===== src/rtl/nvq_pkg.sv =====
// Package: shared select codes and field constants for the queue register front end.
// Assumes a 13-bit byte offset with doorbells in the upper half of the window.
package nvq_pkg;

    typedef enum logic [3:0] {
        SEL_NONE, SEL_CAPL, SEL_CAPH, SEL_VER, SEL_MSET, SEL_MCLR,
        SEL_CFG, SEL_STAT, SEL_AQA, SEL_ASQL, SEL_ASQH, SEL_ACQL,
        SEL_ACQH, SEL_BELL
    } nvq_sel_e;

    localparam int          OFS_CAPL = 'h00;
    localparam int          OFS_CAPH = 'h04;
    localparam int          OFS_VER  = 'h08;
    localparam int          OFS_MSET = 'h0C;
    localparam int          OFS_MCLR = 'h10;
    localparam int          OFS_CFG  = 'h14;
    localparam int          OFS_STAT = 'h1C;
    localparam int          OFS_AQA  = 'h24;
    localparam int          OFS_ASQL = 'h28;
    localparam int          OFS_ASQH = 'h2C;
    localparam int          OFS_ACQL = 'h30;
    localparam int          OFS_ACQH = 'h34;

    localparam logic [31:0] CFG_KEEP     = 32'h00FF_FFF1;
    localparam logic [31:0] AQA_KEEP     = 32'h0FFF_0FFF;
    localparam logic [31:0] BASE_LO_KEEP = 32'hFFFF_F000;
    localparam int          CFG_SHN_LSB  = 14;
    localparam logic [1:0]  SHN_NORMAL   = 2'b01;
    localparam logic [1:0]  SHST_IDLE    = 2'b00;
    localparam logic [1:0]  SHST_DONE    = 2'b10;
    localparam int          AQS_W        = 12;

endpackage


===== src/rtl/nvq_addr_dec.sv =====
// Address decoder: maps a word offset to a register select, or to a doorbell
// queue number and kind. Assumes the doorbell area is the upper half of the
// offset window and that only full-word, word-aligned accesses are legal.
module nvq_addr_dec
    import nvq_pkg::*;
#(
    parameter int ADDR_W = 13,
    parameter int NQ     = 2,
    parameter int QID_W  = 1
) (
    input  logic [ADDR_W-1:0] addr,
    input  logic [3:0]        byte_en,
    output nvq_sel_e          sel,
    output logic [QID_W-1:0]  qid,
    output logic              is_cq,
    output logic              qid_ok
);
    localparam int LOW_W  = ADDR_W - 1;
    localparam int QIDX_W = ADDR_W - 4;

    logic              legal;
    logic [QIDX_W-1:0] qidx;

    // Legal access: all byte lanes enabled and word aligned.
    always_comb legal = (byte_en == 4'hF) && (addr[1:0] == 2'b00);

    // Doorbell fields: queue index from bits above the pair stride, kind from bit 2.
    always_comb begin
        qidx   = addr[ADDR_W-2:3];
        qid    = qidx[QID_W-1:0];
        is_cq  = addr[2];
        qid_ok = (int'(qidx) < NQ);
    end

    // Register select from the low window, or doorbell in the high window.
    always_comb begin
        sel = SEL_NONE;
        if (legal) begin
            if (addr[ADDR_W-1]) begin
                sel = SEL_BELL;
            end else begin
                case (addr[LOW_W-1:0])
                    LOW_W'(OFS_CAPL): sel = SEL_CAPL;
                    LOW_W'(OFS_CAPH): sel = SEL_CAPH;
                    LOW_W'(OFS_VER):  sel = SEL_VER;
                    LOW_W'(OFS_MSET): sel = SEL_MSET;
                    LOW_W'(OFS_MCLR): sel = SEL_MCLR;
                    LOW_W'(OFS_CFG):  sel = SEL_CFG;
                    LOW_W'(OFS_STAT): sel = SEL_STAT;
                    LOW_W'(OFS_AQA):  sel = SEL_AQA;
                    LOW_W'(OFS_ASQL): sel = SEL_ASQL;
                    LOW_W'(OFS_ASQH): sel = SEL_ASQH;
                    LOW_W'(OFS_ACQL): sel = SEL_ACQL;
                    LOW_W'(OFS_ACQH): sel = SEL_ACQH;
                    default:          sel = SEL_NONE;
                endcase
            end
        end
    end

endmodule


===== src/rtl/nvq_ctrl_regs.sv =====
// Control state: interrupt mask, configuration, status, admin queue attribute
// and base words, plus the admin setup snapshot taken on the enable edge.
// Assumes wr_stb is qualified by the decoder (sel is SEL_NONE when illegal).
module nvq_ctrl_regs
    import nvq_pkg::*;
(
    input  logic             clk,
    input  logic             rst_n,
    input  logic             wr_stb,
    input  nvq_sel_e         sel,
    input  logic [31:0]      wdata,
    output logic [31:0]      cfg_q,
    output logic [31:0]      mask_q,
    output logic [31:0]      aqa_q,
    output logic [31:0]      asq_lo_q,
    output logic [31:0]      asq_hi_q,
    output logic [31:0]      acq_lo_q,
    output logic [31:0]      acq_hi_q,
    output logic             rdy_q,
    output logic [1:0]       shst_q,
    output logic [63:0]      adm_sq_base,
    output logic [63:0]      adm_cq_base,
    output logic [AQS_W-1:0] adm_sq_size,
    output logic [AQS_W-1:0] adm_cq_size
);
    logic cfg_wr, en_rise, en_fall, shn_norm;

    // Configuration write side-effect strobes.
    always_comb begin
        cfg_wr   = wr_stb && (sel == SEL_CFG);
        en_rise  = cfg_wr && !cfg_q[0] && wdata[0];
        en_fall  = cfg_wr && cfg_q[0] && !wdata[0];
        shn_norm = cfg_wr && (wdata[CFG_SHN_LSB +: 2] == SHN_NORMAL);
    end

    // Configuration word storage with reserved bits dropped.
    always_ff @(posedge clk) begin
        if (!rst_n)      cfg_q <= '0;
        else if (cfg_wr) cfg_q <= wdata & CFG_KEEP;
    end

    // Ready bit follows the enable edges.
    always_ff @(posedge clk) begin
        if (!rst_n)       rdy_q <= 1'b0;
        else if (en_rise) rdy_q <= 1'b1;
        else if (en_fall) rdy_q <= 1'b0;
    end

    // Shutdown status: cleared by the enable edge, set by a normal request.
    always_ff @(posedge clk) begin
        if (!rst_n)        shst_q <= SHST_IDLE;
        else if (en_rise)  shst_q <= shn_norm ? SHST_DONE : SHST_IDLE;
        else if (shn_norm) shst_q <= SHST_DONE;
    end

    // Interrupt mask: set/clear ports, cleared to default on the enable edge.
    always_ff @(posedge clk) begin
        if (!rst_n)                           mask_q <= '0;
        else if (en_rise)                     mask_q <= '0;
        else if (wr_stb && sel == SEL_MSET)   mask_q <= mask_q | wdata;
        else if (wr_stb && sel == SEL_MCLR)   mask_q <= mask_q & ~wdata;
    end

    // Admin queue attribute and base words as software programs them.
    always_ff @(posedge clk) begin
        if (!rst_n) begin
            aqa_q    <= '0;
            asq_lo_q <= '0;
            asq_hi_q <= '0;
            acq_lo_q <= '0;
            acq_hi_q <= '0;
        end else if (wr_stb) begin
            case (sel)
                SEL_AQA:  aqa_q    <= wdata & AQA_KEEP;
                SEL_ASQL: asq_lo_q <= wdata & BASE_LO_KEEP;
                SEL_ASQH: asq_hi_q <= wdata;
                SEL_ACQL: acq_lo_q <= wdata & BASE_LO_KEEP;
                SEL_ACQH: acq_hi_q <= wdata;
                default:  ;
            endcase
        end
    end

    // Admin setup snapshot taken only on the enable rising edge.
    always_ff @(posedge clk) begin
        if (!rst_n) begin
            adm_sq_base <= '0;
            adm_cq_base <= '0;
            adm_sq_size <= '0;
            adm_cq_size <= '0;
        end else if (en_rise) begin
            adm_sq_base <= {asq_hi_q, asq_lo_q};
            adm_cq_base <= {acq_hi_q, acq_lo_q};
            adm_sq_size <= aqa_q[AQS_W-1:0];
            adm_cq_size <= aqa_q[16 +: AQS_W];
        end
    end

endmodule


===== src/rtl/nvq_bell_out.sv =====
// Doorbell event stage: registers an in-range doorbell write into a one-cycle
// event and records out-of-range queue numbers in a sticky flag.
// Assumes bell_stb is already qualified as a legal doorbell write.
module nvq_bell_out #(
    parameter int QID_W = 1,
    parameter int PTR_W = 16
) (
    input  logic             clk,
    input  logic             rst_n,
    input  logic             bell_stb,
    input  logic             qid_ok,
    input  logic [QID_W-1:0] qid,
    input  logic             is_cq,
    input  logic [PTR_W-1:0] ptr,
    output logic             bell_valid,
    output logic [QID_W-1:0] bell_qid,
    output logic             bell_is_cq,
    output logic [PTR_W-1:0] bell_ptr,
    output logic             bell_err
);
    // Event strobe: high for one cycle per accepted in-range doorbell.
    always_ff @(posedge clk) begin
        if (!rst_n) bell_valid <= 1'b0;
        else        bell_valid <= bell_stb && qid_ok;
    end

    // Event payload captured with the strobe.
    always_ff @(posedge clk) begin
        if (!rst_n) begin
            bell_qid   <= '0;
            bell_is_cq <= 1'b0;
            bell_ptr   <= '0;
        end else if (bell_stb && qid_ok) begin
            bell_qid   <= qid;
            bell_is_cq <= is_cq;
            bell_ptr   <= ptr;
        end
    end

    // Sticky flag for dropped out-of-range doorbells.
    always_ff @(posedge clk) begin
        if (!rst_n)                   bell_err <= 1'b0;
        else if (bell_stb && !qid_ok) bell_err <= 1'b1;
    end

endmodule


===== src/rtl/nvq_regfront.sv =====
// Top: register and doorbell front end of a storage queue controller.
// Decodes 32-bit accesses, holds control state, returns read data one cycle
// after the request and emits doorbell events. Assumes one access per cycle.
module nvq_regfront
    import nvq_pkg::*;
#(
    parameter int          ADDR_W   = 13,
    parameter int          NQ       = 2,
    parameter int          PTR_W    = 16,
    parameter logic [15:0] MQES     = 16'h0010,
    parameter logic [7:0]  TO_UNITS = 8'd10,
    parameter logic [31:0] VERSION  = 32'h0001_0000,
    localparam int         QID_W    = (NQ > 1) ? $clog2(NQ) : 1
) (
    input  logic              clk,
    input  logic              rst_n,
    input  logic              wr_en,
    input  logic              rd_en,
    input  logic [ADDR_W-1:0] addr,
    input  logic [3:0]        byte_en,
    input  logic [31:0]       wdata,
    output logic              rd_valid,
    output logic [31:0]       rdata,
    output logic              bell_valid,
    output logic [QID_W-1:0]  bell_qid,
    output logic              bell_is_cq,
    output logic [PTR_W-1:0]  bell_ptr,
    output logic              bell_err,
    output logic [63:0]       adm_sq_base,
    output logic [63:0]       adm_cq_base,
    output logic [11:0]       adm_sq_size,
    output logic [11:0]       adm_cq_size
);
    localparam logic [31:0] CAP_LO = {TO_UNITS, 7'b0, 1'b1, MQES};

    nvq_sel_e         sel;
    logic [QID_W-1:0] dec_qid;
    logic             dec_is_cq, dec_qid_ok;
    logic [31:0]      cfg_q, mask_q, aqa_q, asq_lo_q, asq_hi_q, acq_lo_q, acq_hi_q;
    logic             rdy_q;
    logic [1:0]       shst_q;
    logic [31:0]      rd_mux;

    nvq_addr_dec #(.ADDR_W(ADDR_W), .NQ(NQ), .QID_W(QID_W)) u_dec (
        .addr(addr), .byte_en(byte_en), .sel(sel),
        .qid(dec_qid), .is_cq(dec_is_cq), .qid_ok(dec_qid_ok)
    );

    nvq_ctrl_regs u_regs (
        .clk(clk), .rst_n(rst_n), .wr_stb(wr_en), .sel(sel), .wdata(wdata),
        .cfg_q(cfg_q), .mask_q(mask_q), .aqa_q(aqa_q),
        .asq_lo_q(asq_lo_q), .asq_hi_q(asq_hi_q),
        .acq_lo_q(acq_lo_q), .acq_hi_q(acq_hi_q),
        .rdy_q(rdy_q), .shst_q(shst_q),
        .adm_sq_base(adm_sq_base), .adm_cq_base(adm_cq_base),
        .adm_sq_size(adm_sq_size), .adm_cq_size(adm_cq_size)
    );

    nvq_bell_out #(.QID_W(QID_W), .PTR_W(PTR_W)) u_bell (
        .clk(clk), .rst_n(rst_n),
        .bell_stb(wr_en && (sel == SEL_BELL)),
        .qid_ok(dec_qid_ok), .qid(dec_qid), .is_cq(dec_is_cq),
        .ptr(wdata[PTR_W-1:0]),
        .bell_valid(bell_valid), .bell_qid(bell_qid), .bell_is_cq(bell_is_cq),
        .bell_ptr(bell_ptr), .bell_err(bell_err)
    );

    // Read data selection; doorbells and unmapped offsets read zero.
    always_comb begin
        case (sel)
            SEL_CAPL:           rd_mux = CAP_LO;
            SEL_VER:            rd_mux = VERSION;
            SEL_MSET, SEL_MCLR: rd_mux = mask_q;
            SEL_CFG:            rd_mux = cfg_q;
            SEL_STAT:           rd_mux = {28'b0, shst_q, 1'b0, rdy_q};
            SEL_AQA:            rd_mux = aqa_q;
            SEL_ASQL:           rd_mux = asq_lo_q;
            SEL_ASQH:           rd_mux = asq_hi_q;
            SEL_ACQL:           rd_mux = acq_lo_q;
            SEL_ACQH:           rd_mux = acq_hi_q;
            default:            rd_mux = '0;
        endcase
    end

    // Registered read return, one cycle after the request.
    always_ff @(posedge clk) begin
        if (!rst_n) begin
            rd_valid <= 1'b0;
            rdata    <= '0;
        end else begin
            rd_valid <= rd_en;
            rdata    <= rd_en ? rd_mux : '0;
        end
    end

endmodule


===== config.mk =====
export PLATFORM = sky130hd
export DESIGN_NAME = nvq_regfront
export DESIGN_NICKNAME = d
export VERILOG_FILES = /design/src/rtl/nvq_pkg.sv /design/src/rtl/nvq_addr_dec.sv /design/src/rtl/nvq_ctrl_regs.sv /design/src/rtl/nvq_bell_out.sv /design/src/rtl/nvq_regfront.sv
export SDC_FILE = /design/constraint.sdc
export NUM_CORES = 1
export LEC_CHECK = 0
export BUFFER_PORTS_ARGS = -buffer_cell sky130_fd_sc_hd__buf_2
export CORE_MARGIN = 3
export CORE_UTILIZATION = 56
export CTS_CLUSTER_DIAMETER = 200
export CTS_CLUSTER_SIZE = 25
export DETAILED_ROUTE_END_ITERATION = 16
export GPL_TIMING_DRIVEN = 1
export PLACE_DENSITY_LB_ADDON = 0.12
export SYNTH_ARGS = -nofsm -noshare
export SYNTH_HDL_FRONTEND = slang
export SYNTH_SLANG_ARGS = --single-unit

===== constraint.sdc =====
create_clock -name clk -period 3.22 [get_ports clk]
set_input_delay 0.483 -clock clk [delete_from_list [all_inputs] [get_ports clk]]
set_output_delay 0.483 -clock clk [all_outputs]
set_load 0.005 [all_outputs]

==> results of run 1 <==
==> synthesized netlist by cell type, types with 4 or more instances <==
cell type and instances:
sky130_fd_sc_hd__nand3_1 37, sky130_fd_sc_hd__o22ai_1 6, sky130_fd_sc_hd__nand2_1 610, sky130_fd_sc_hd__dfxtp_1 364, sky130_fd_sc_hd__nand3b_1 5, sky130_fd_sc_hd__and2_1 4
sky130_fd_sc_hd__buf_2 63, sky130_fd_sc_hd__buf_4 28, sky130_fd_sc_hd__mux4_2 8, sky130_fd_sc_hd__a22o_1 4, sky130_fd_sc_hd__nand2b_1 5, sky130_fd_sc_hd__a22oi_1 27
sky130_fd_sc_hd__a21oi_1 353, sky130_fd_sc_hd__o21ai_0 14, sky130_fd_sc_hd__nor2_1 26, sky130_fd_sc_hd__a211oi_1 4, sky130_fd_sc_hd__a31oi_1 6, sky130_fd_sc_hd__a311oi_1 33
sky130_fd_sc_hd__nor2b_1 4, sky130_fd_sc_hd__and3_1 7, sky130_fd_sc_hd__mux2i_1 6, sky130_fd_sc_hd__o21ai_1 14, sky130_fd_sc_hd__clkbuf_1 79, sky130_fd_sc_hd__nor4_1 4
sky130_fd_sc_hd__a222oi_1 15, sky130_fd_sc_hd__nor3_1 5
==> path summary, 6_finish.rpt <==
check             cells after the start  slack (ps)                            endpoint
setup / recovery                      9         680                rdata[19]$_SDFF_PN0_
setup reg to reg                      5        1660  u_regs.adm_sq_size[5]$_SDFFE_PN0P_
hold / removal                        2         240                                flop
hold reg to reg                       2         450    u_bell.bell_ptr[13]$_SDFFE_PN0P_
==> power by group through the flow <==
stage               clock network [mW]  logic, mW  registers, mW
CTS                               2.52      0.269           4.50
global route                      2.68      0.295           4.50
floorplan                            0      0.166           4.60
finish                            2.49      0.279           4.50
global placement                     0      0.267           4.60
detailed placement                   0      0.267           4.60
==> layer usage <==
metal	global-route usage, %	part of all wire [%]
met5	0	0
met4	8.61	2.3
met3	7.15	12
met2	46.4	42
met1	48.2	43
==> placed cells by master (no fill, tap or decap), types with 5 or more instances in the layout <==
cell                        Yosys  final
sky130_fd_sc_hd__nand2_1      610    610
sky130_fd_sc_hd__o21ai_0       14     14
sky130_fd_sc_hd__dfxtp_1      364    364
sky130_fd_sc_hd__mux2i_1        6      6
sky130_fd_sc_hd__nand3b_1       5      5
sky130_fd_sc_hd__and3_1         7      6
sky130_fd_sc_hd__conb_1         1     24
sky130_fd_sc_hd__clkbuf_16      0     19
sky130_fd_sc_hd__nand2b_1       5      5
sky130_fd_sc_hd__buf_4         28     64
sky130_fd_sc_hd__a311oi_1      33     33
sky130_fd_sc_hd__o22ai_1        6      6
sky130_fd_sc_hd__a222oi_1      15     15
sky130_fd_sc_hd__a21oi_1      353    352
sky130_fd_sc_hd__buf_12         0     12
sky130_fd_sc_hd__a22oi_1       27     27
sky130_fd_sc_hd__mux4_2         8      8
sky130_fd_sc_hd__nand3_1       37     36
sky130_fd_sc_hd__nor3_1         5      5
sky130_fd_sc_hd__o21ai_1       14     14
sky130_fd_sc_hd__buf_2         63    233
sky130_fd_sc_hd__nor2_1        26     26
sky130_fd_sc_hd__a31oi_1        6      6
==> worst reg2reg max path: stages, from the launching register on <==
cell                      delay [ps]
sky130_fd_sc_hd__dfxtp_1         430
sky130_fd_sc_hd__inv_1           140
sky130_fd_sc_hd__nand3_4         110
sky130_fd_sc_hd__buf_4           470
sky130_fd_sc_hd__nand2_1         170
sky130_fd_sc_hd__a21oi_1         170
==> flip-flops by register name (all words and copies together), names as in the netlist, 12 cells and up, named ones only <==
register,flops
u_regs.adm_cq_base,52
u_regs.adm_sq_base,52
rdata,32
u_regs.acq_hi_q,32
u_regs.asq_hi_q,32
u_regs.aqa_q,24
u_regs.cfg_q,21
u_regs.acq_lo_q,20
u_regs.asq_lo_q,20
u_bell.bell_ptr,16
u_regs.adm_cq_size,12
u_regs.adm_sq_size,12
==> cells by family (layout without fill, tap and decap cells) <==
kind of cell | after synthesis | in the layout | synth area share, %
xor+xnor | 3 | 3 | 0.184
compound gates | 492 | 492 | 19.8
other cells | 1 | 25 | 0.0263
mux | 15 | 15 | 1.76
flops | 364 | 364 | 51.1
simple gates | 731 | 731 | 21.3
buf+inv | 175 | 332 | 5.89
==> cell type report <==
| class | instances | area [um^2] | area share [%] |
|---|---|---|---|
| inverters | 3 | 18.8 | 0.115 |
| clock inverters | 1 | 16.3 | 0.0994 |
| well taps | 324 | 405 | 2.48 |
| repair buffers | 309 | 1890 | 11.5 |
| clock buffers | 19 | 475 | 2.91 |
| diodes | 1 | 2.50 | 0.0153 |
| multi-input cells | 1265 | 6270 | 38.3 |
| flip-flops and latches | 364 | 7290 | 44.5 |
==> through the flow <==
step           area [um^2]  util (%)  worst slack [ps]  hold slack [ps]
6_report             16400      66.3               684              237
5_1_grt              16400      66.3               518              235
4_1_cts              16400      66.3               788              227
3_5_place_dp         15900      64.3               258              438
3_3_place_gp         15900      64.3               289              433
2_1_floorplan        14400         -               619              431
==> summary.txt, run 1 <==
RUN STATUS
------------------------------------------------------------------------------------------
Result of the run ........................................................... finished, final reports clean

CTS
------------------------------------------------------------------------------------------
Post-cts gate resize count ..................................................            0
Number of H-tree levels .....................................................            1
TritonCTS clock tree ........................................................        built
Clock edge transition at the registers on the reported setup and hold paths .       100 ps
Bufs on Longest Clock Path ..................................................            3
Clock tree sinks ............................................................          364
Total CTS buffers ...........................................................           18
Number of hold-repair buffers added at the cts stage ........................            0
Later-pin clock latency in the skew report ..................................       530 ps
Root buffer cell ............................................................ sky130_fd_sc_hd__clkbuf_16
Number of buffers inserted by post-CTS setup repair .........................            0

DRT
------------------------------------------------------------------------------------------
First DRT Iteration DRCs ....................................................         1793
Count of TritonRoute iterations in the first routing pass ...................            6
Wirelength per Cell .........................................................      20.2 um
Via count of the routed design ..............................................        13458
DRC Markers .................................................................            0
Antenna viol nets, final ....................................................            0
Detailed-route wire length ..................................................     46200 um
Vias per inst ...............................................................         5.89

PWR
------------------------------------------------------------------------------------------
Power Dens Cells ............................................................  445 nW/um^2
Clock network fraction of design power ......................................        34.3%
Switching share of power ....................................................        22.5%
Combinational share of power ................................................         3.8%
Switching Power .............................................................      1.64 mW
Worst VDD drop ..............................................................   0.000381 V
Final Total Pwr .............................................................      7.27 mW
Part of the power in registers ..............................................        61.9%
Leakage .....................................................................      5.94 nW
Cell-internal power .........................................................      5.63 mW

WORST SETUP PATH
------------------------------------------------------------------------------------------
Crit path from ..............................................................      addr[8]
Slowest CP cell ............................................................. sky130_fd_sc_hd__nor4_4
Critical path, cell by cell ................................................. buf_2, nor4_4, a21oi_1, a211oi_4, buf_4, nor2_1, buf_4, a222oi_1, a21oi_1
CP peak stage delay .........................................................       450 ps
Crit Path Class ............................................................. input port to flop
Data arrival at the endpoint of the critical path ...........................      2920 ps
RR Startpoint ............................................................... u_regs.cfg_q[0]$_SDFFE_PN0N_
Top Family by Delay on Critical Path ........................................ compound AO/OA/AOI/OAI gates
Buffers and inverters on the worst path .....................................            3
Type of destination of the critical path ....................................         flop
Critical Path RT ............................................................      3610 ps
Maximum fanout count along the critical path ................................           13
Sort of element at the start of the critical path ...........................   input port

LOGIC SYNTHESIS
------------------------------------------------------------------------------------------
Leading register cell type out of synthesis ................................. sky130_fd_sc_hd__dfxtp_1
Syn Area/Cell ...............................................................    8.01 um^2
Share of the yosys chip area belonging to registers .........................        51.1%
Cells taking the most area after synthesis .................................. sky130_fd_sc_hd__dfxtp_1 51%, sky130_fd_sc_hd__nand2_1 16%, sky130_fd_sc_hd__a21oi_1 12%
Yosys warning count .........................................................            0
Cells after synthesis .......................................................         1781
Post-synth EDFFs ............................................................            0
Synthesized cell area .......................................................   14300 um^2
Cell taking the most area after synthesis ................................... sky130_fd_sc_hd__dfxtp_1
Async set-or-reset flop fraction in the synthesized netlist .................           0%
#FFs+latches synth ..........................................................          364
Top-area cell type share of the netlist area ................................        51.1%
Number of distinct standard cells referenced by the synthesized netlist .....           60

GRT
------------------------------------------------------------------------------------------
Global-route usage over all layers ..........................................        32.0%
Maximum number of pins on one net before global-route repair ................          117
Via count of the first global-routing pass ..................................        12319
Global route overflow .......................................................            0
Global-route wire length before repair ......................................     71500 um
Number of antenna violations at the first check in global routing ...........            1

LAYOUT
------------------------------------------------------------------------------------------
Area Growth Syn to Fin ......................................................        14.6%
Layout fillers ..............................................................         2190
Final Net Count .............................................................         2014
Fraction of final layout cells sized beyond drive strength 1 ................        18.3%
Non-Filler Instances ........................................................         2286

PLACE
------------------------------------------------------------------------------------------
Placed Cells incl. Taps .....................................................         2265
Total of buffers placed on input and output ports ...........................          233
Placer's final routability congestion estimate ..............................        0.987
Post-detailed-placement half-perimeter wirelength ...........................     32800 um

TIMING
------------------------------------------------------------------------------------------
Setup tns final .............................................................         0 ps
Number of endpoints failing setup at the final stage ........................            0
Min Tclk post-route .........................................................      2540 ps
FMAX ........................................................................      394 MHz
Relative slew slack .........................................................        47.1%
Count of pins over their slew limit .........................................            0
Unrepaired setup endpoints after global routing .............................        false
Final worst-path cycle share ................................................        78.7%
Slew @ Worst Pin ............................................................       787 ps
Largest clock skew in the final design ......................................      20.5 ps
Final count of hold timing violations .......................................            0

HOLD PATH
------------------------------------------------------------------------------------------
Worst min-delay path startpoint .............................................    wdata[31]
Class of the tightest hold or removal check ................................. input port to flop

RUN
------------------------------------------------------------------------------------------
Max-cap check violation count ...............................................            0

FLOORPLANNING
------------------------------------------------------------------------------------------
Horiz. Die Dim ..............................................................       166 um
Effective utilization at floorplan ..........................................        57.8%
Core area ...................................................................   24700 um^2
Row count ...................................................................           57
Top-level I/O count .........................................................          258
Overall die height ..........................................................       166 um
Total Die Area ..............................................................   27400 um^2

Note: power is estimated with default switching activity, not from simulation.
==> inputs of run 2 (changes only) <==
- CORE_UTILIZATION: 56 -> 50
- clock period: 3.22 -> 2.3 ns (I/O delays scaled with it)
==> summary.txt, run 2 (same netlist as run 1, synthesis figures left out) <==
DRT
------------------------------------------------------------------------------------------
Wire length the detailed router placed on met1 ..............................     21400 um   +7.6%
Wirelength per Cell .........................................................      20.0 um   -1.2%
Count of TritonRoute iterations in the first routing pass ...................            6   unchanged
Detailed-route wire length ..................................................     48500 um   +4.9%
Via count of the routed design ..............................................        13730   +2.0%
Antenna viol nets, final ....................................................            0   unchanged
Met2 layer wire length in the routed design .................................     20500 um   +4.7%
DRC Markers .................................................................            0   unchanged
First DRT Iteration DRCs ....................................................         1573   -12%
Uppermost routed layer ......................................................         met4
Vias per inst ...............................................................         5.65   -3.9%
Routed length on met3 .......................................................      5460 um   -3.3%

LAYOUT
------------------------------------------------------------------------------------------
Antenna Cells ...............................................................            0   -1
Most common library cell in the layout ignoring fill and taps ............... sky130_fd_sc_hd__nand2_1
Fraction of final layout cells sized beyond drive strength 1 ................        22.0%   +3.7 points
Layout fillers ..............................................................         2567   +17%
Leading cell types in the layout, fill and taps excluded .................... 609 x sky130_fd_sc_hd__nand2_1, 364 x sky130_fd_sc_hd__dfxtp_1, 352 x sky130_fd_sc_hd__a21oi_1, 233 x sky130_fd_sc_hd__buf_2, 140 x sky130_fd_sc_hd__buf_4
Final Net Count .............................................................         2103   +4.4%
Non-Filler Instances ........................................................         2428   +6.2%
Top flop regs ............................................................... u_regs.adm_cq_base (52), u_regs.adm_sq_base (52)
Area Growth Syn to Fin ......................................................        21.1%

TIMING
------------------------------------------------------------------------------------------
Count of pins over their slew limit .........................................            0   unchanged
Setup tns final .............................................................         0 ps   unchanged
Setup slack of the critical path after layout ...............................       164 ps   -521 ps
Unrepaired setup endpoints after global routing .............................        false
Largest clock skew in the final design ......................................      35.6 ps   +15.2 ps
Final count of hold timing violations .......................................            0   unchanged
Min Tclk post-route .........................................................      2140 ps
FMAX ........................................................................      468 MHz
Slew @ Worst Pin ............................................................       921 ps   +134 ps
Number of endpoints failing setup at the final stage ........................            0   unchanged
Final worst-path cycle share ................................................        92.9%
Hold Slack ..................................................................       102 ps   -135 ps
Relative slew slack .........................................................        38.1%   -9.0 points

PWR
------------------------------------------------------------------------------------------
Leakage .....................................................................      6.45 nW   +8.7%
Final Total Pwr .............................................................      10.3 mW   +41%
Power Dens Cells ............................................................  595 nW/um^2   +34%
Worst VDD drop ..............................................................   0.000385 V   +1.2%

CTS
------------------------------------------------------------------------------------------
Number of H-tree levels .....................................................            1   unchanged
TritonCTS clock tree ........................................................        built
Bufs on Longest Clock Path ..................................................            3   unchanged
Post-cts gate resize count ..................................................            0   unchanged
Number of hold-repair buffers added at the cts stage ........................            0   unchanged
Clock edge transition at the registers on the reported setup and hold paths .        90 ps   about the same
Number of buffers inserted by post-CTS setup repair .........................            0   unchanged
Root buffer cell ............................................................ sky130_fd_sc_hd__clkbuf_16
Total CTS buffers ...........................................................           18   unchanged
Later-pin clock latency in the skew report ..................................       540 ps   about the same
Clock tree sinks ............................................................          364   unchanged

PLACE
------------------------------------------------------------------------------------------
Post-detailed-placement half-perimeter wirelength ...........................     35800 um   +9.1%
Total of buffers placed on input and output ports ...........................          233   unchanged
Setup Slack @ Placement .....................................................      -313 ps   -571 ps
Placer's final routability congestion estimate ..............................        0.927   -6.1%
Placed Cells incl. Taps .....................................................         2408   +6.3%

FLOORPLANNING
------------------------------------------------------------------------------------------
Total Die Area ..............................................................   30600 um^2   +12%
Core area ...................................................................   27900 um^2   +13%
Effective utilization at floorplan ..........................................        51.1%   -6.7 points
Row count ...................................................................           61   +7.0%
Top-level I/O count .........................................................          258   unchanged
Overall die height ..........................................................       175 um   +5.6%
Horiz. Die Dim ..............................................................       175 um   +5.6%

WORST SETUP PATH
------------------------------------------------------------------------------------------
Data arrival at the endpoint of the critical path ...........................      2540 ps   -380 ps
Crit Path Class ............................................................. input port to flop
Cell depth of the worst flop-to-flop path ...................................            5   unchanged
Crit path from ..............................................................      addr[6]
RR Startpoint ............................................................... u_regs.cfg_q[0]$_SDFFE_PN0N_
Type of destination of the critical path ....................................         flop
Sort of element at the start of the critical path ...........................   input port
Critical Path RT ............................................................      2700 ps   -910 ps
CP peak stage delay .........................................................       380 ps   -70 ps
Top Family by Delay on Critical Path ........................................ compound AO/OA/AOI/OAI gates
Maximum fanout count along the critical path ................................           12   -1
Critical path, cell by cell ................................................. buf_2, nor4_4, nand4_2, buf_4, a21oi_2, buf_12, mux4_2, a222oi_1, a21oi_1
Levels on crit path .........................................................            9   unchanged
Buffers and inverters on the worst path .....................................            3   unchanged
Slowest CP cell ............................................................. sky130_fd_sc_hd__nor4_4

GRT
------------------------------------------------------------------------------------------
Via count of the first global-routing pass ..................................        12664   +2.8%
Global-route usage over all layers ..........................................        30.6%   -1.4 points
Global route overflow .......................................................            0   unchanged
Global-route wire length before repair ......................................     74300 um   +4.0%
Maximum number of pins on one net before global-route repair ................           79   -32%
Number of antenna violations at the first check in global routing ...........            1   unchanged

RUN STATUS
------------------------------------------------------------------------------------------
Result of the run ........................................................... finished, final reports clean

HOLD PATH
------------------------------------------------------------------------------------------
Class of the tightest hold or removal check ................................. input port to flop
Cell depth of the worst hold path ...........................................            2   unchanged
Worst min-delay path startpoint .............................................    wdata[31]

RUN
------------------------------------------------------------------------------------------
Max-cap check violation count ...............................................            0   unchanged

-- run 2: cell count changes in the layout (fill, tap and decap cells not counted) --
cell                       change
sky130_fd_sc_hd__buf_12       +13
sky130_fd_sc_hd__nand2b_4      +1
sky130_fd_sc_hd__nor4_4        +1
sky130_fd_sc_hd__diode_2       -1
sky130_fd_sc_hd__xnor2_2       +1
sky130_fd_sc_hd__nand2_2       +1
sky130_fd_sc_hd__nand2b_1      -1
sky130_fd_sc_hd__xnor2_1       -1
sky130_fd_sc_hd__nor4_2        -1
sky130_fd_sc_hd__buf_4        +76
sky130_fd_sc_hd__nand2_1       -1
-- run 2: area by class of cell --
| cell class | count | area [um^2] | area share, % |
|---|---|---|---|
| clock buffers | 19 | 475 | 2.75 |
| multi-input cells | 1265 | 6300 | 36.4 |
| flip-flops and latches | 364 | 7290 | 42.2 |
| repair buffers | 398 | 2720 | 15.7 |
| inverters | 3 | 18.8 | 0.109 |
| clock inverters | 1 | 16.3 | 0.0941 |
| well taps | 378 | 473 | 2.74 |
-- run 2: final timing paths --
path	slack [ps]	to
worst min-delay path	100	flop
worst max register to register	850	u_regs.adm_cq_size[0]$_SDFFE_PN0P_
worst min register to register	450	u_bell.bell_ptr[11]$_SDFFE_PN0P_
worst max-delay path	160	rdata[17]$_SDFF_PN0_
-- run 2: routing by layer --
layer	vias up	global-route usage, %
met5	-	0
met4	0	6.95
met3	78	7.26
met2	717	45.0
met1	6418	45.7
li1	6517	-
-- run 2: through the flow --
| stage | area, um^2 | utilization (%) |
|---|---|---|
| finish | 17300 | 61.9 |
| detailed placement | 16800 | 60.1 |
| global placement | 16800 | 60.1 |
| floorplan | 14400 | - |
| CTS | 17300 | 61.9 |
| global route | 17300 | 61.9 |
-- run 2: power by group --
| part | internal [mW] | switching (mW) | total, mW |
|---|---|---|---|
| Clock | 1.50 | 2.01 | 3.51 |
| Combinational | 0.150 | 0.323 | 0.473 |
| Sequential | 6.30 | 0.00121 | 6.30 |
==> inputs of run 3 (changes only) <==
- CORE_UTILIZATION: 50 -> 56
- clock period: 2.3 -> 2.19 ns (I/O delays scaled with it)
==> summary.txt, run 3 (same netlist as run 1, synthesis figures left out) <==
RUN STATUS
------------------------------------------------------------------------------------------
Result of the run ........................................................... finished, final reports clean

WORST SETUP PATH
------------------------------------------------------------------------------------------
CP peak stage delay .........................................................       440 ps   +60 ps
Critical path, cell by cell ................................................. buf_2, nor4_4, buf_4, and2_1, a21oi_1, nor4_2, and3_1, buf_12, nand2_1, a21oi_1
Top Family by Delay on Critical Path ........................................ simple AND/OR/NAND/NOR gates
Crit Path Class ............................................................. input port to flop
Buffers and inverters on the worst path .....................................            3   unchanged
Maximum fanout count along the critical path ................................           24   +12
Critical path's most frequent cell .......................................... sky130_fd_sc_hd__a21oi_1
Critical Path RT ............................................................      2640 ps   -60 ps
Type of destination of the critical path ....................................         flop
Sort of element at the start of the critical path ...........................   input port
Data arrival at the endpoint of the critical path ...........................      2560 ps   +20 ps
Slowest CP cell ............................................................. sky130_fd_sc_hd__nor4_2

TIMING
------------------------------------------------------------------------------------------
Final worst-path cycle share ................................................        96.4%
Slew @ Worst Pin ............................................................       729 ps   -192 ps
Min Tclk post-route .........................................................      2110 ps
Largest clock skew in the final design ......................................      12.7 ps   -22.9 ps
Number of endpoints failing setup at the final stage ........................            0   unchanged
Final count of hold timing violations .......................................            0   unchanged
Unrepaired setup endpoints after global routing .............................         true
Count of pins over their slew limit .........................................            0   unchanged
FMAX ........................................................................      473 MHz
Relative slew slack .........................................................        51.0%   +13 points
Hold Slack ..................................................................      96.2 ps   -5.99 ps

FLOORPLANNING
------------------------------------------------------------------------------------------
Horiz. Die Dim ..............................................................       166 um   -5.3%
Overall die height ..........................................................       166 um   -5.3%
Effective utilization at floorplan ..........................................        57.8%   +6.7 points
Total Die Area ..............................................................   27400 um^2   -10%
Top-level I/O count .........................................................          258   unchanged
Row count ...................................................................           57   -6.6%
Core area ...................................................................   24700 um^2   -12%

DRT
------------------------------------------------------------------------------------------
Vias per inst ...............................................................         5.81   +2.8%
Detailed-route wire length ..................................................     47600 um   -1.8%
First DRT Iteration DRCs ....................................................         1729   +9.9%
Wirelength per Cell .........................................................      19.9 um   -0.26%
Via count of the routed design ..............................................        13890   +1.2%
Count of TritonRoute iterations in the first routing pass ...................            8   +2
DRC Markers .................................................................            0   unchanged
Antenna viol nets, final ....................................................            0   unchanged

PWR
------------------------------------------------------------------------------------------
Leakage .....................................................................      6.55 nW   +1.6%
Worst VDD drop ..............................................................   0.000545 V   +42%
Power Dens Cells ............................................................  619 nW/um^2   +4.0%

PLACE
------------------------------------------------------------------------------------------
Total of buffers placed on input and output ports ...........................          233   unchanged
Post-detailed-placement half-perimeter wirelength ...........................     34800 um   -2.8%
Placer's final routability congestion estimate ..............................        0.974   +5.1%
Placed Cells incl. Taps .....................................................         2366   -1.7%

LAYOUT
------------------------------------------------------------------------------------------
Non-Filler Instances ........................................................         2390   -1.6%
Antenna Cells ...............................................................            0   unchanged
Multi-input combinational cell area .........................................    6330 um^2   +0.58%
Final Net Count .............................................................         2119   +0.76%
Most common library cell in the layout ignoring fill and taps ............... sky130_fd_sc_hd__nand2_1
Fraction of final layout cells sized beyond drive strength 1 ................        22.7%   +0.80 points
Area Growth Syn to Fin ......................................................        22.1%
Combined flip-flop and latch cell area ......................................    7290 um^2   unchanged
Layout fillers ..............................................................         2060   -20%
Leading cell types in the layout, fill and taps excluded .................... 608 x sky130_fd_sc_hd__nand2_1, 364 x sky130_fd_sc_hd__dfxtp_1, 351 x sky130_fd_sc_hd__a21oi_1, 232 x sky130_fd_sc_hd__buf_2, 151 x sky130_fd_sc_hd__buf_4
Top flop regs ............................................................... u_regs.adm_cq_base (52), u_regs.adm_sq_base (52)

GRT
------------------------------------------------------------------------------------------
Global-route wire length before repair ......................................     73900 um   -0.55%
Maximum number of pins on one net before global-route repair ................           97   +23%
Via count of the first global-routing pass ..................................        12787   +0.97%
Global-route usage over all layers ..........................................        33.0%   +2.5 points
Global route overflow .......................................................            0   unchanged
Number of antenna violations at the first check in global routing ...........            1   unchanged

CTS
------------------------------------------------------------------------------------------
Clock tree sinks ............................................................          364   unchanged
Bufs on Longest Clock Path ..................................................            3   unchanged
Root buffer cell ............................................................ sky130_fd_sc_hd__clkbuf_16
Clock edge transition at the registers on the reported setup and hold paths .        90 ps   about the same
Number of hold-repair buffers added at the cts stage ........................            0   unchanged
Total CTS buffers ...........................................................           18   unchanged
TritonCTS clock tree ........................................................        built
Number of H-tree levels .....................................................            1   unchanged
Later-pin clock latency in the skew report ..................................       520 ps   -20 ps

RUN
------------------------------------------------------------------------------------------
Max-cap check violation count ...............................................            0   unchanged

HOLD PATH
------------------------------------------------------------------------------------------
Class of the tightest hold or removal check ................................. input port to flop

==> run 3: final timing paths <==
path | from | to | slack [ps] | cells after the start
min reg2reg | u_bell.bell_ptr[6]$_SDFFE_PN0P_ | u_bell.bell_ptr[6]$_SDFFE_PN0P_ | 450 | 2
max | addr[10] | u_regs.acq_hi_q[11]$_SDFFE_PN0P_ | 80 | 10
min | wdata[31] | flop | 100 | 2
max reg2reg | u_regs.acq_lo_q[22]$_SDFFE_PN0P_ | rdata[22]$_SDFF_PN0_ | 740 | 3
==> run 3: power by group <==
part | switching, mW | internal (mW)
clock | 2.08 | 1.57
combinational | 0.343 | 0.173
sequential | 0.00130 | 6.61
total | 2.43 | 8.36
==> run 3: layer usage <==
layer / track usage, % / part of all wire (%) / routed length (um) / vias to the layer above
li1: - / - / - / 6554
met1: 49.1 / 44 / 20800 / 6487
met2: 48.1 / 42 / 20100 / 765
met3: 7.96 / 12 / 5480 / 84
met4: 9.08 / 2.7 / 1270 / 0
met5: 0 / 0 / 0 / -
==> run 3: repair_timing <==
action / CTS / global route
resized for setup: 1 / 8
endpoints found under the setup margin: 1 / 62
pin swaps: 0 / 5
buffers inserted: 0 / 4
endpoints found under the hold margin: 0 / 0
==> run 3: per-stage QoR <==
step | worst slack (ps) | TNS (ps) | total power, mW | area [um^2] | util, %
final | 77.9 | 0 | 10.8 | 17400 | 70.6
after global routing | -36.3 | -146 | 11.1 | 17400 | 70.6
after CTS | 79.6 | 0 | 10.8 | 17300 | 70.3
after detailed placement | -572 | -112730 | 7.26 | 16800 | 68.3
after global placement | -481 | -101580 | 7.26 | 16800 | 68.3
after floorplan | -210 | -11160 | 7.02 | 14500 | -
==> run 3: worst register-to-register path: stages, from the launching register on <==
cell and delay (ps):
sky130_fd_sc_hd__dfxtp_1 340, sky130_fd_sc_hd__mux4_2 480, sky130_fd_sc_hd__a222oi_1 390, sky130_fd_sc_hd__a21oi_1 130
==> run 3: final cells by class <==
cell class                 count  share of cell area (%)
multi-input combinational   1265                    36.3
inverter                       3                   0.108
clock buffer                  19                    2.73
sequential                   364                    41.8
clock inverter                 1                  0.0933
tap                          324                    2.33
timing repair buffer         414                    16.6
